===== src/rtl/uf_pkg.sv =====
package uf_pkg;
  localparam int unsigned ERR_W = 4;
  typedef struct packed {
    logic brk;
    logic frame;
    logic parity;
    logic ovr;
  } err_flags_t;
endpackage


===== src/rtl/uf_fifo_core.sv =====
module uf_fifo_core #(
  parameter int unsigned W     = 8,
  parameter int unsigned DEPTH = 16,
  localparam int unsigned AW   = $clog2(DEPTH),
  localparam int unsigned CW   = AW + 1
) (
  input  logic          clk_i,
  input  logic          rst_ni,
  input  logic          flush_i,
  input  logic          one_deep_i,
  input  logic          push_i,
  input  logic          pop_i,
  input  logic [W-1:0]  wdata_i,
  output logic [W-1:0]  rdata_o,
  output logic [CW-1:0] cnt_o,
  output logic          full_o,
  output logic          push_ok_o,
  output logic          pop_ok_o,
  output logic [AW-1:0] wr_ptr_o,
  output logic [AW-1:0] rd_ptr_o
);
  localparam logic [CW-1:0] CAP_MAX = CW'(DEPTH);
  localparam logic [AW-1:0] LAST    = AW'(DEPTH - 1);

  logic [W-1:0]  mem_q [DEPTH];
  logic [AW-1:0] wr_q, rd_q;
  logic [CW-1:0] cnt_q, cap;

  assign cap       = one_deep_i ? CW'(1) : CAP_MAX;
  assign full_o    = cnt_q >= cap;
  assign pop_ok_o  = pop_i && (cnt_q != '0) && !flush_i;
  assign push_ok_o = push_i && (!full_o || pop_ok_o) && !flush_i;

  always_ff @(posedge clk_i) begin
    if (push_ok_o) mem_q[wr_q] <= wdata_i;
  end

  always_ff @(posedge clk_i or negedge rst_ni) begin
    if (!rst_ni) begin
      wr_q  <= '0;
      rd_q  <= '0;
      cnt_q <= '0;
    end else if (flush_i) begin
      wr_q  <= '0;
      rd_q  <= '0;
      cnt_q <= '0;
    end else begin
      if (push_ok_o) wr_q <= (wr_q == LAST) ? '0 : wr_q + 1'b1;
      if (pop_ok_o)  rd_q <= (rd_q == LAST) ? '0 : rd_q + 1'b1;
      if (push_ok_o && !pop_ok_o)      cnt_q <= cnt_q + 1'b1;
      else if (pop_ok_o && !push_ok_o) cnt_q <= cnt_q - 1'b1;
    end
  end

  assign rdata_o  = mem_q[rd_q];
  assign cnt_o    = cnt_q;
  assign wr_ptr_o = wr_q;
  assign rd_ptr_o = rd_q;
endmodule


===== src/rtl/uf_err_track.sv =====
module uf_err_track
  import uf_pkg::*;
#(
  parameter int unsigned DEPTH = 16,
  localparam int unsigned AW   = $clog2(DEPTH)
) (
  input  logic       clk_i,
  input  logic       rst_ni,
  input  logic       flush_i,
  input  logic       push_ok_i,
  input  logic       pop_ok_i,
  input  logic       ovr_i,
  input  logic       err_rd_i,
  input  logic       nonempty_i,
  input  logic [AW-1:0] wr_ptr_i,
  input  logic [AW-1:0] rd_ptr_i,
  input  err_flags_t err_i,
  output err_flags_t head_err_o,
  output logic       pend_o
);
  localparam logic [AW-1:0] LAST = AW'(DEPTH - 1);

  err_flags_t    flags_q [DEPTH];
  logic [DEPTH-1:0] vld_q;
  logic [AW-1:0] newest;

  assign newest = (wr_ptr_i == '0) ? LAST : wr_ptr_i - 1'b1;

  // later statements win: push over pop on a shared slot, overrun over clear
  always_ff @(posedge clk_i or negedge rst_ni) begin
    if (!rst_ni) begin
      vld_q <= '0;
      for (int i = 0; i < DEPTH; i++) flags_q[i] <= '0;
    end else if (flush_i) begin
      vld_q <= '0;
      for (int i = 0; i < DEPTH; i++) flags_q[i] <= '0;
    end else begin
      if (pop_ok_i) vld_q[rd_ptr_i] <= 1'b0;
      if (err_rd_i && nonempty_i) flags_q[rd_ptr_i] <= '0;
      if (push_ok_i) begin
        vld_q[wr_ptr_i]   <= 1'b1;
        flags_q[wr_ptr_i] <= err_i;
      end
      if (ovr_i && nonempty_i) flags_q[newest].ovr <= 1'b1;
    end
  end

  always_comb begin
    pend_o = 1'b0;
    for (int i = 0; i < DEPTH; i++) pend_o |= vld_q[i] && (flags_q[i] != '0);
  end

  assign head_err_o = nonempty_i ? flags_q[rd_ptr_i] : '0;
endmodule


===== src/rtl/uf_trig.sv =====
module uf_trig #(
  parameter int unsigned DEPTH = 16,
  parameter bit          IS_RX = 1'b1,
  localparam int unsigned CW   = $clog2(DEPTH) + 1,
  localparam int unsigned LW   = CW + 2,
  localparam int unsigned STEP = DEPTH / 4
) (
  input  logic [CW-1:0] cnt_i,
  input  logic [1:0]    code_i,
  input  logic          en_i,
  output logic          irq_o
);
  logic [LW-1:0] lvl;
  logic [LW-1:0] cnt_x;

  assign cnt_x = LW'(cnt_i);

  generate
    if (IS_RX) begin : g_rx
      assign lvl   = en_i ? (LW'(code_i) + 1'b1) * LW'(STEP) : LW'(1);
      assign irq_o = cnt_x >= lvl;
    end else begin : g_tx
      assign lvl   = en_i ? LW'(code_i) * LW'(STEP) : '0;
      assign irq_o = cnt_x <= lvl;
    end
  endgenerate
endmodule


===== src/rtl/uart_fifo_pair.sv =====
module uart_fifo_pair
  import uf_pkg::*;
#(
  parameter int unsigned DEPTH = 16,
  parameter int unsigned DW    = 8,
  localparam int unsigned AW   = $clog2(DEPTH),
  localparam int unsigned CW   = AW + 1,
  localparam int unsigned SW   = 2 * AW + 3
) (
  input  logic             clk_i,
  input  logic             rst_ni,
  input  logic             fifo_en_i,
  input  logic             rx_rst_i,
  input  logic             tx_rst_i,
  input  logic [1:0]       rx_trig_i,
  input  logic [1:0]       tx_trig_i,
  input  logic             rx_push_i,
  input  logic [DW-1:0]    rx_data_i,
  input  logic [ERR_W-1:0] rx_err_i,
  input  logic             rx_pop_i,
  input  logic             err_rd_i,
  output logic [DW-1:0]    rx_data_o,
  output logic [ERR_W-1:0] rx_err_o,
  input  logic             tx_push_i,
  input  logic [DW-1:0]    tx_data_i,
  input  logic             tx_pop_i,
  output logic [DW-1:0]    tx_data_o,
  output logic [SW-1:0]    stat_o,
  output logic             rx_irq_o,
  output logic             tx_irq_o
);
  logic [CW-1:0] rx_cnt, tx_cnt;
  logic          rx_full, tx_full, rx_push_ok, rx_pop_ok, tx_push_ok, tx_pop_ok;
  logic [AW-1:0] rx_wr, rx_rd, tx_wr, tx_rd;
  logic          pend;
  err_flags_t    head_err;
  logic          unused_tx;

  uf_fifo_core #(.W(DW), .DEPTH(DEPTH)) u_rx (
    .clk_i, .rst_ni, .flush_i(rx_rst_i), .one_deep_i(!fifo_en_i),
    .push_i(rx_push_i), .pop_i(rx_pop_i), .wdata_i(rx_data_i),
    .rdata_o(rx_data_o), .cnt_o(rx_cnt), .full_o(rx_full),
    .push_ok_o(rx_push_ok), .pop_ok_o(rx_pop_ok),
    .wr_ptr_o(rx_wr), .rd_ptr_o(rx_rd)
  );

  uf_err_track #(.DEPTH(DEPTH)) u_err (
    .clk_i, .rst_ni, .flush_i(rx_rst_i),
    .push_ok_i(rx_push_ok), .pop_ok_i(rx_pop_ok),
    .ovr_i(rx_push_i && !rx_push_ok && !rx_rst_i),
    .err_rd_i, .nonempty_i(rx_cnt != '0),
    .wr_ptr_i(rx_wr), .rd_ptr_i(rx_rd),
    .err_i(err_flags_t'(rx_err_i)), .head_err_o(head_err), .pend_o(pend)
  );

  uf_fifo_core #(.W(DW), .DEPTH(DEPTH)) u_tx (
    .clk_i, .rst_ni, .flush_i(tx_rst_i), .one_deep_i(!fifo_en_i),
    .push_i(tx_push_i), .pop_i(tx_pop_i), .wdata_i(tx_data_i),
    .rdata_o(tx_data_o), .cnt_o(tx_cnt), .full_o(tx_full),
    .push_ok_o(tx_push_ok), .pop_ok_o(tx_pop_ok),
    .wr_ptr_o(tx_wr), .rd_ptr_o(tx_rd)
  );

  assign unused_tx = ^{tx_push_ok, tx_pop_ok, tx_wr, tx_rd};

  uf_trig #(.DEPTH(DEPTH), .IS_RX(1'b1)) u_rx_trig (
    .cnt_i(rx_cnt), .code_i(rx_trig_i), .en_i(fifo_en_i), .irq_o(rx_irq_o)
  );

  uf_trig #(.DEPTH(DEPTH), .IS_RX(1'b0)) u_tx_trig (
    .cnt_i(tx_cnt), .code_i(tx_trig_i), .en_i(fifo_en_i), .irq_o(tx_irq_o)
  );

  assign rx_err_o = head_err;
  assign stat_o   = {pend, tx_full, rx_full, tx_cnt[AW-1:0], rx_cnt[AW-1:0]};
endmodule


===== config.mk =====
export PLATFORM = sky130hd
export DESIGN_NAME = uart_fifo_pair
export DESIGN_NICKNAME = d
export VERILOG_FILES = /design/src/rtl/uf_pkg.sv /design/src/rtl/uf_fifo_core.sv /design/src/rtl/uf_err_track.sv /design/src/rtl/uf_trig.sv /design/src/rtl/uart_fifo_pair.sv
export SDC_FILE = /design/constraint.sdc
export NUM_CORES = 1
export LEC_CHECK = 0
export ABC_AREA = 1
export BUFFER_PORTS_ARGS = -buffer_cell sky130_fd_sc_hd__clkbuf_2
export CAP_MARGIN = 20
export CORE_ASPECT_RATIO = 2
export CORE_MARGIN = 1.5
export CORE_UTILIZATION = 46
export CTS_CLUSTER_SIZE = 25
export DETAILED_ROUTE_END_ITERATION = 10
export SYNTH_ARGS = -nofsm -noshare
export SYNTH_HDL_FRONTEND = slang
export SYNTH_SLANG_ARGS = --single-unit

===== constraint.sdc =====
create_clock -name clk_i -period 3.29 [get_ports clk_i]
set_input_delay 0.658 -clock clk_i [delete_from_list [all_inputs] [get_ports clk_i]]
set_output_delay 0.658 -clock clk_i [all_outputs]
set_load 0.05 [all_outputs]

# Word-level counts from Yosys, hierarchy flattened
# Memories as Yosys holds them, arrays and structs flattened.
# Index checks and enable logic that the tools add are counted.
# classes
n_addsub	10
magnitude_cmp	14
n_eq_ne	4
reduce_logical	72
n_mux	52
bitwise	23
# op_table
op	count
$mux 64	6
$bwmux 64	2
$mux 4	19
$and 64x64->64	1
$mux 16	4
$not 64->64	1
$reduce_bool 4->1	16
$demux 4 s4	3
$logic_and 1x1->1	37
$mux 5	7
$add 4x1->4 const B	4
$and 16x16->16	1
$bmux 4 s4	1
$eq 4x4->1 const B	4
$not 16->16	1
$or 16x16->16	1
$ge 5x5->1 const B	3
$lt 5x1->1 const B	3
$not 4->5	3
$or 1x1->1	15
$add 5x1->5 const B	2
$ge 5x5->1	2
$lt 4x5->1 const B	2
$reduce_bool 5->1	2
14 further kinds	35
# totals
out_inout_bits	33
mem_count	2
ramBits	256
inputBits	34
word_cells	248
regBits	106
# mem_list
name	words	width	rd	rd_ports_with_merged_regs	write_ports	line	source
u_rx.mem_q	16	8	1	0	1	uf_fifo_core.sv:25	logic [W-1:0] mem_q [DEPTH];
u_tx.mem_q	16	8	1	0	1	uf_fifo_core.sv:25	

# Longest topological paths before layout
# depth
ltp_word	17
depth_mapped	18
depth_no_buf	18

# Cells and area by module
# Synthesis repeated with hierarchy kept, for this count alone.
# unflattened
cells_unflattened	1747
hier_area_um2	17021.3
# by_module_without_submodules
mod	cells_per_inst	seq_area_each_um2	instances	area_per_inst_um2
uf_fifo_core	493	4169.0	2	6028.3
uf_err_track	713	2001.9	1	4693.3
uf_trig at u_rx_trig	23	0.0	1	136.4
uf_trig at u_tx_trig	16	0.0	1	80.1
uart_fifo_pair	9	0.0	1	55.1

# Worst setup path before layout
# Ideal clock, no wire load.
# synth_timing
kind	register to output
startpoint	register u_tx.rd_q[0] (netlist: u_tx.rd_ptr_o[0])
endpoint	output port tx_data_o[6]
stages_incl_launch_ff	8
n_path_buf	2
t_arrival_ns	2.145
t_required_ns	2.632
path_slack_ns	0.487
cell_sequence	dfrtp_1 > buf_2 > inv_1 > buf_2 > nor2_1 > o22ai_1 > o21ai_0 > o21ai_0
# synth_between
elab_chain_cells	1
# synth_lines
element	line	source
start: declaration	uf_fifo_core.sv:26	logic [AW-1:0] wr_q, rd_q;
start signal: assignment	uf_fifo_core.sv:49	if (pop_ok_o) rd_q <= (rd_q == LAST) ? '0 : rd_q + 1'b1;
$mem_v2 16x8	--	
end: declaration	uart_fifo_pair.sv:27	output logic [DW-1:0] tx_data_o,
# Every way passes these cells.

# Worst setup path after layout
# layout_timing
startpoint	register u_rx.rd_q[0] (netlist: u_rx.rd_ptr_o[0])
endpoint	output port rx_err_o[0]
# layout_between
elab_chain_cells	5
# layout_lines
element	line	source
start: declaration	uf_fifo_core.sv:26	
start signal: assignment	uf_fifo_core.sv:49	
$not 4->5 (implied by the code)	uf_err_track.sv:53	assign head_err_o = nonempty_i ? flags_q[rd_ptr_i] : '0;
$bmux 4 s4	uf_err_track.sv:53	
$mux 4 (implied by the code) (2 in series)	uf_err_track.sv:53	
$mux 4	uf_err_track.sv:53	
end: declaration	uart_fifo_pair.sv:23	output logic [ERR_W-1:0] rx_err_o,
# Every way passes these cells. The select of a mux whose other input is x is not followed.

==> Implementation_results.wiki <==
{| class="wikitable"
! Metric !! Value
|-
| Result of the run || finished clean
|-
| Cell count along the critical path || 7
|-
| Chain of cells forming the critical path || inv_4 -> buf_12 -> nor2_1 -> o21ai_0 -> nand2_1 -> a41oi_1 -> buf_12
|-
| Data arrival time of the worst path || 2560 ps
|-
| Number of DRC violations after detailed routing || 0
|-
| Layout overhead on the synthesized area || 13.1%
|-
| Power Total || 13.3 mW
|-
| Max Cap Violations || 0
|-
| List of most frequent post-synthesis cells || nand2_1 (419), edfxtp_1 (256), nor2_1 (250), o21ai_0 (198), inv_1 (114)
|-
| Most used flip-flop cell after synthesis || edfxtp_1
|-
| Number of distinct standard cells referenced by the synthesized netlist || 41
|-
| Root Driver || clkbuf_16
|-
| Max-Slew Margin vs Limit || 61.5%
|-
| Termination of the worst setup path || rx_err_o[0]
|-
| Yosys warnings || 0
|-
| Power per cell area || 691 nW/um2
|-
| Placement row count || 99
|-
| Cell total after placement || 2274
|-
| Number of enable flip-flop cells after synthesis || 256
|-
| Number of global-route vias before repair || 13400
|-
| Post-synthesis instance area || 17000 um2
|-
| Net count after synthesis || 1851
|-
| Final count of hold timing violations || 0
|-
| Layout cells sized above 1 || 11.1%
|-
| Clock-pin slew on the worst setup and hold paths || 70 ps
|-
| Share of synthesized flip-flops with an asynchronous set or reset || 29.3%
|-
| Critical register-to-register path endpoint || u_rx.cnt_o[4]$_DFFE_PN0P_
|-
| Critical path fanouts, max || 33
|-
| PortBufs || 66
|-
| Top delay family on crit path || compound AO/OA/AOI/OAI gates
|-
| Crit-path slowest cell || dfrtp_2
|-
| Wire length of the first global-routing pass || 78100 um
|-
| Final non-filler cell total || 2335
|-
| Placeable Area || 36400 um2
|-
| Seq/Total Area, Yosys || 60.8%
|-
| Start point of the critical path || u_rx.rd_ptr_o[0]$_DFFE_PN0P_
|-
| Number of buffers on the longest clock path || 3
|-
| Final WL || 51800 um
|-
| Highest clock rate || 311 MHz
|-
| Slack of the worst reg-to-reg path || 480 ps
|-
| Setup clock skew after layout || 25.9 ps
|-
| Vertical die dimension || 275 um
|-
| Largest net degree at the start of global routing || 78
|-
| Routed len/inst || 22.2 um
|-
| Type of the worst setup path || flip-flop to primary output
|-
| Share of the synthesized area in the top cell type || 45.2%
|-
| CTS tree || done
|-
| Via count || 13100
|-
| Minimum period implied by the final worst setup slack || 3220 ps
|-
| Setup repair after global routing missed its margin || no
|-
| Fill cell instance count of the final layout || 3386
|-
| Post-synthesis cell type with the largest combined area || edfxtp_1
|-
| Startpoint Class || flip-flop
|-
| Static power due to leakage || 7.64 nW
|-
| Remaining antenna violation count || 0
|-
| Worst-Margin Slew || 577 ps
|-
| Effective utilization at floorplan || 46.7%
|-
| Worst hold-check slack || 38.0 ps
|-
| Number of hold buffers added after CTS || 0
|-
| Drt initial violations || 815
|-
| Per-cell via count in the routed design || 5.61
|-
| DP HPWL || 37600 um
|-
| Synth top area cells || edfxtp_1 (45%), dfrtp_1 (16%), nand2_1 (9.3%), o21ai_0 (5.8%), nor2_1 (5.5%)
|-
| Initial antenna violation count || 1
|-
| H-tree depth || 1
|-
| Total track usage || 27.2%
|-
| Cell with the most instances after synthesis || nand2_1
|-
| Mapped Cells || 1784
|-
| CTS buffer count || 31
|-
| Routability cong. || 0.995
|-
| Post-synthesis average cell area || 9.53 um2
|-
| CP peak stage delay || 450 ps
|-
| CP endpoint kind || primary output
|-
| Required arrival time at the worst endpoint || 2630 ps
|-
| Final-stage net count || 1922
|-
| Depth of the worst register-to-register path || 14
|-
| Number of buffer and inverter stages on the critical path || 3
|-
| Die span in x || 139 um
|-
| Final setup fails || 0
|-
| Final period utilization || 97.8%
|-
| Accumulated negative setup slack || 0 ps
|-
| Clock latency reported for the late side of the worst-skew pair || 600 ps
|-
| Worst hold-check path type || primary input to asynchronous set/reset pin
|-
| Die Area || 38200 um2
|-
| Post-synthesis sequential element count || 362
|-
| Worst-case vdd ir drop || 0.000616 V
|-
| Worst r2r src || u_rx.cnt_o[0]$_DFFE_PN0P_
|-
| Grt ovf || 0
|-
| Most used cell along the critical path || buf_12
|-
| Clock Sink Count || 362
|-
| Count of pins on the block boundary || 67
|-
| Number of pins with negative max-slew slack in the final report || 0
|-
| Drt first pass iters || 7
|-
| Core Util, Final || 52.8%
|}
-- routing by layer --
metal  routed length (um)  GRT usage, %  up-vias
li1                     -             -     6221
met1                16200          24.8     6345
met2                28700          52.6      351
met3                 1630          2.68      189
met4                 5180          24.0        0
met5                    0             0        -
-- sequential cells by signal, summed over array words and instances (netlist names) --
name / count
u_tx.rd_ptr_o: 4
u_err.flags_q: 64
u_tx.wr_ptr_o: 4
u_rx.wr_ptr_o: 4
u_rx.rd_ptr_o: 4
u_tx.mem_q: 128
u_rx.mem_q: 128
u_err.vld_q: 16
u_tx.cnt_o: 5
u_rx.cnt_o: 5
-- worst min path at each step --
stage,endpoint,slack [ps]
floorplan,u_err.flags_q[0]$_DFF_PN0_,360
global placement,u_err.vld_q[3]$_DFF_PN0_,500
detailed placement,u_err.vld_q[3]$_DFF_PN0_,500
CTS,u_err.flags_q[34]$_DFF_PN0_,50
global route,u_err.flags_q[34]$_DFF_PN0_,90
finish,u_err.flags_q[34]$_DFF_PN0_,40
-- power breakdown --
group / switching (mW) / total (mW) / internal, mW
Combinational: 2.98 / 4.21 / 1.23
Clock: 1.72 / 3.82 / 2.11
Sequential: 0.195 / 5.26 / 5.06
-- worst reg2reg max path, stage by stage (launching register included) --
cell	delay, ps
dfrtp_1	470
inv_1	110
ha_1	280
nor2_1	140
nand3_1	80
nand2_1	100
nand3_2	200
nor2_1	220
inv_1	130
fa_1	420
nand3_1	110
nand2_1	60
xor2_1	150
xnor2_1	150
o21bai_1	80
-- cell type report --
cell class / count / area, um2 / area share (%)
sequential: 362 / 10300 / 53.8
clock buffer: 40 / 903 / 4.70
multi-input combinational: 1214 / 5800 / 30.2
clock inverter: 18 / 160 / 0.833
antenna: 1 / 2.50 / 0.0130
timing repair buffer: 126 / 987 / 5.13
inverter: 120 / 467 / 2.43
tap: 454 / 568 / 2.95
-- logic make-up after synthesis --
kind of cell | count (synthesis) | share of synthesized area, %
flip-flops | 362 | 60.8
AO/OA/AOI/OAI | 359 | 11.5
AND/OR/NAND/NOR | 811 | 19.5
buffers and inverters | 208 | 5.11
XOR/XNOR | 11 | 0.567
adder cells (fa/ha/maj) | 33 | 2.52
-- timing repair --
item                                    in CTS  in global routing
gates resized for setup                      6                  8
endpoints found under the setup margin       9                  9
gates cloned                                 1                  0
buffers inserted                             0                  1
-- stage by stage --
stage / setup slack, ps / area (um2)
after floorplan: 487 / 17000
after global placement: 158 / 18100
after detailed placement: 131 / 18100
after CTS: 5.83 / 19200
after global routing: 19.7 / 19200
final: 72.3 / 19200
-- layout by cell type, fill, tap and decap left out, types with 3 or more instances in the layout --
| master | instances |
|---|---|
| a311oi_1 | 8 |
| nand4_1 | 21 |
| ha_1 | 31 |
| xor2_1 | 6 |
| nor2_1 | 248 |
| dfrtp_2 | 4 |
| buf_4 | 51 |
| clkinv_2 | 5 |
| dfrtp_1 | 102 |
| inv_6 | 3 |
| clkbuf_2 | 59 |
| a21boi_0 | 3 |
| o221ai_1 | 7 |
| nand3_1 | 94 |
| buf_12 | 13 |
| o21ai_0 | 197 |
| a21oi_1 | 83 |
| nor2_2 | 8 |
| clkinvlp_4 | 4 |
| clkbuf_8 | 3 |
| clkinv_4 | 3 |
| clkinv_1 | 8 |
| o21bai_1 | 3 |
| nand2_2 | 5 |
| xnor2_1 | 5 |
| nor3_1 | 7 |
| edfxtp_1 | 256 |
| inv_1 | 109 |
| clkbuf_16 | 34 |
| o22ai_1 | 51 |
| nand2_1 | 418 |
| clkbuf_1 | 3 |
Note: power is estimated with default switching activity, not from simulation.
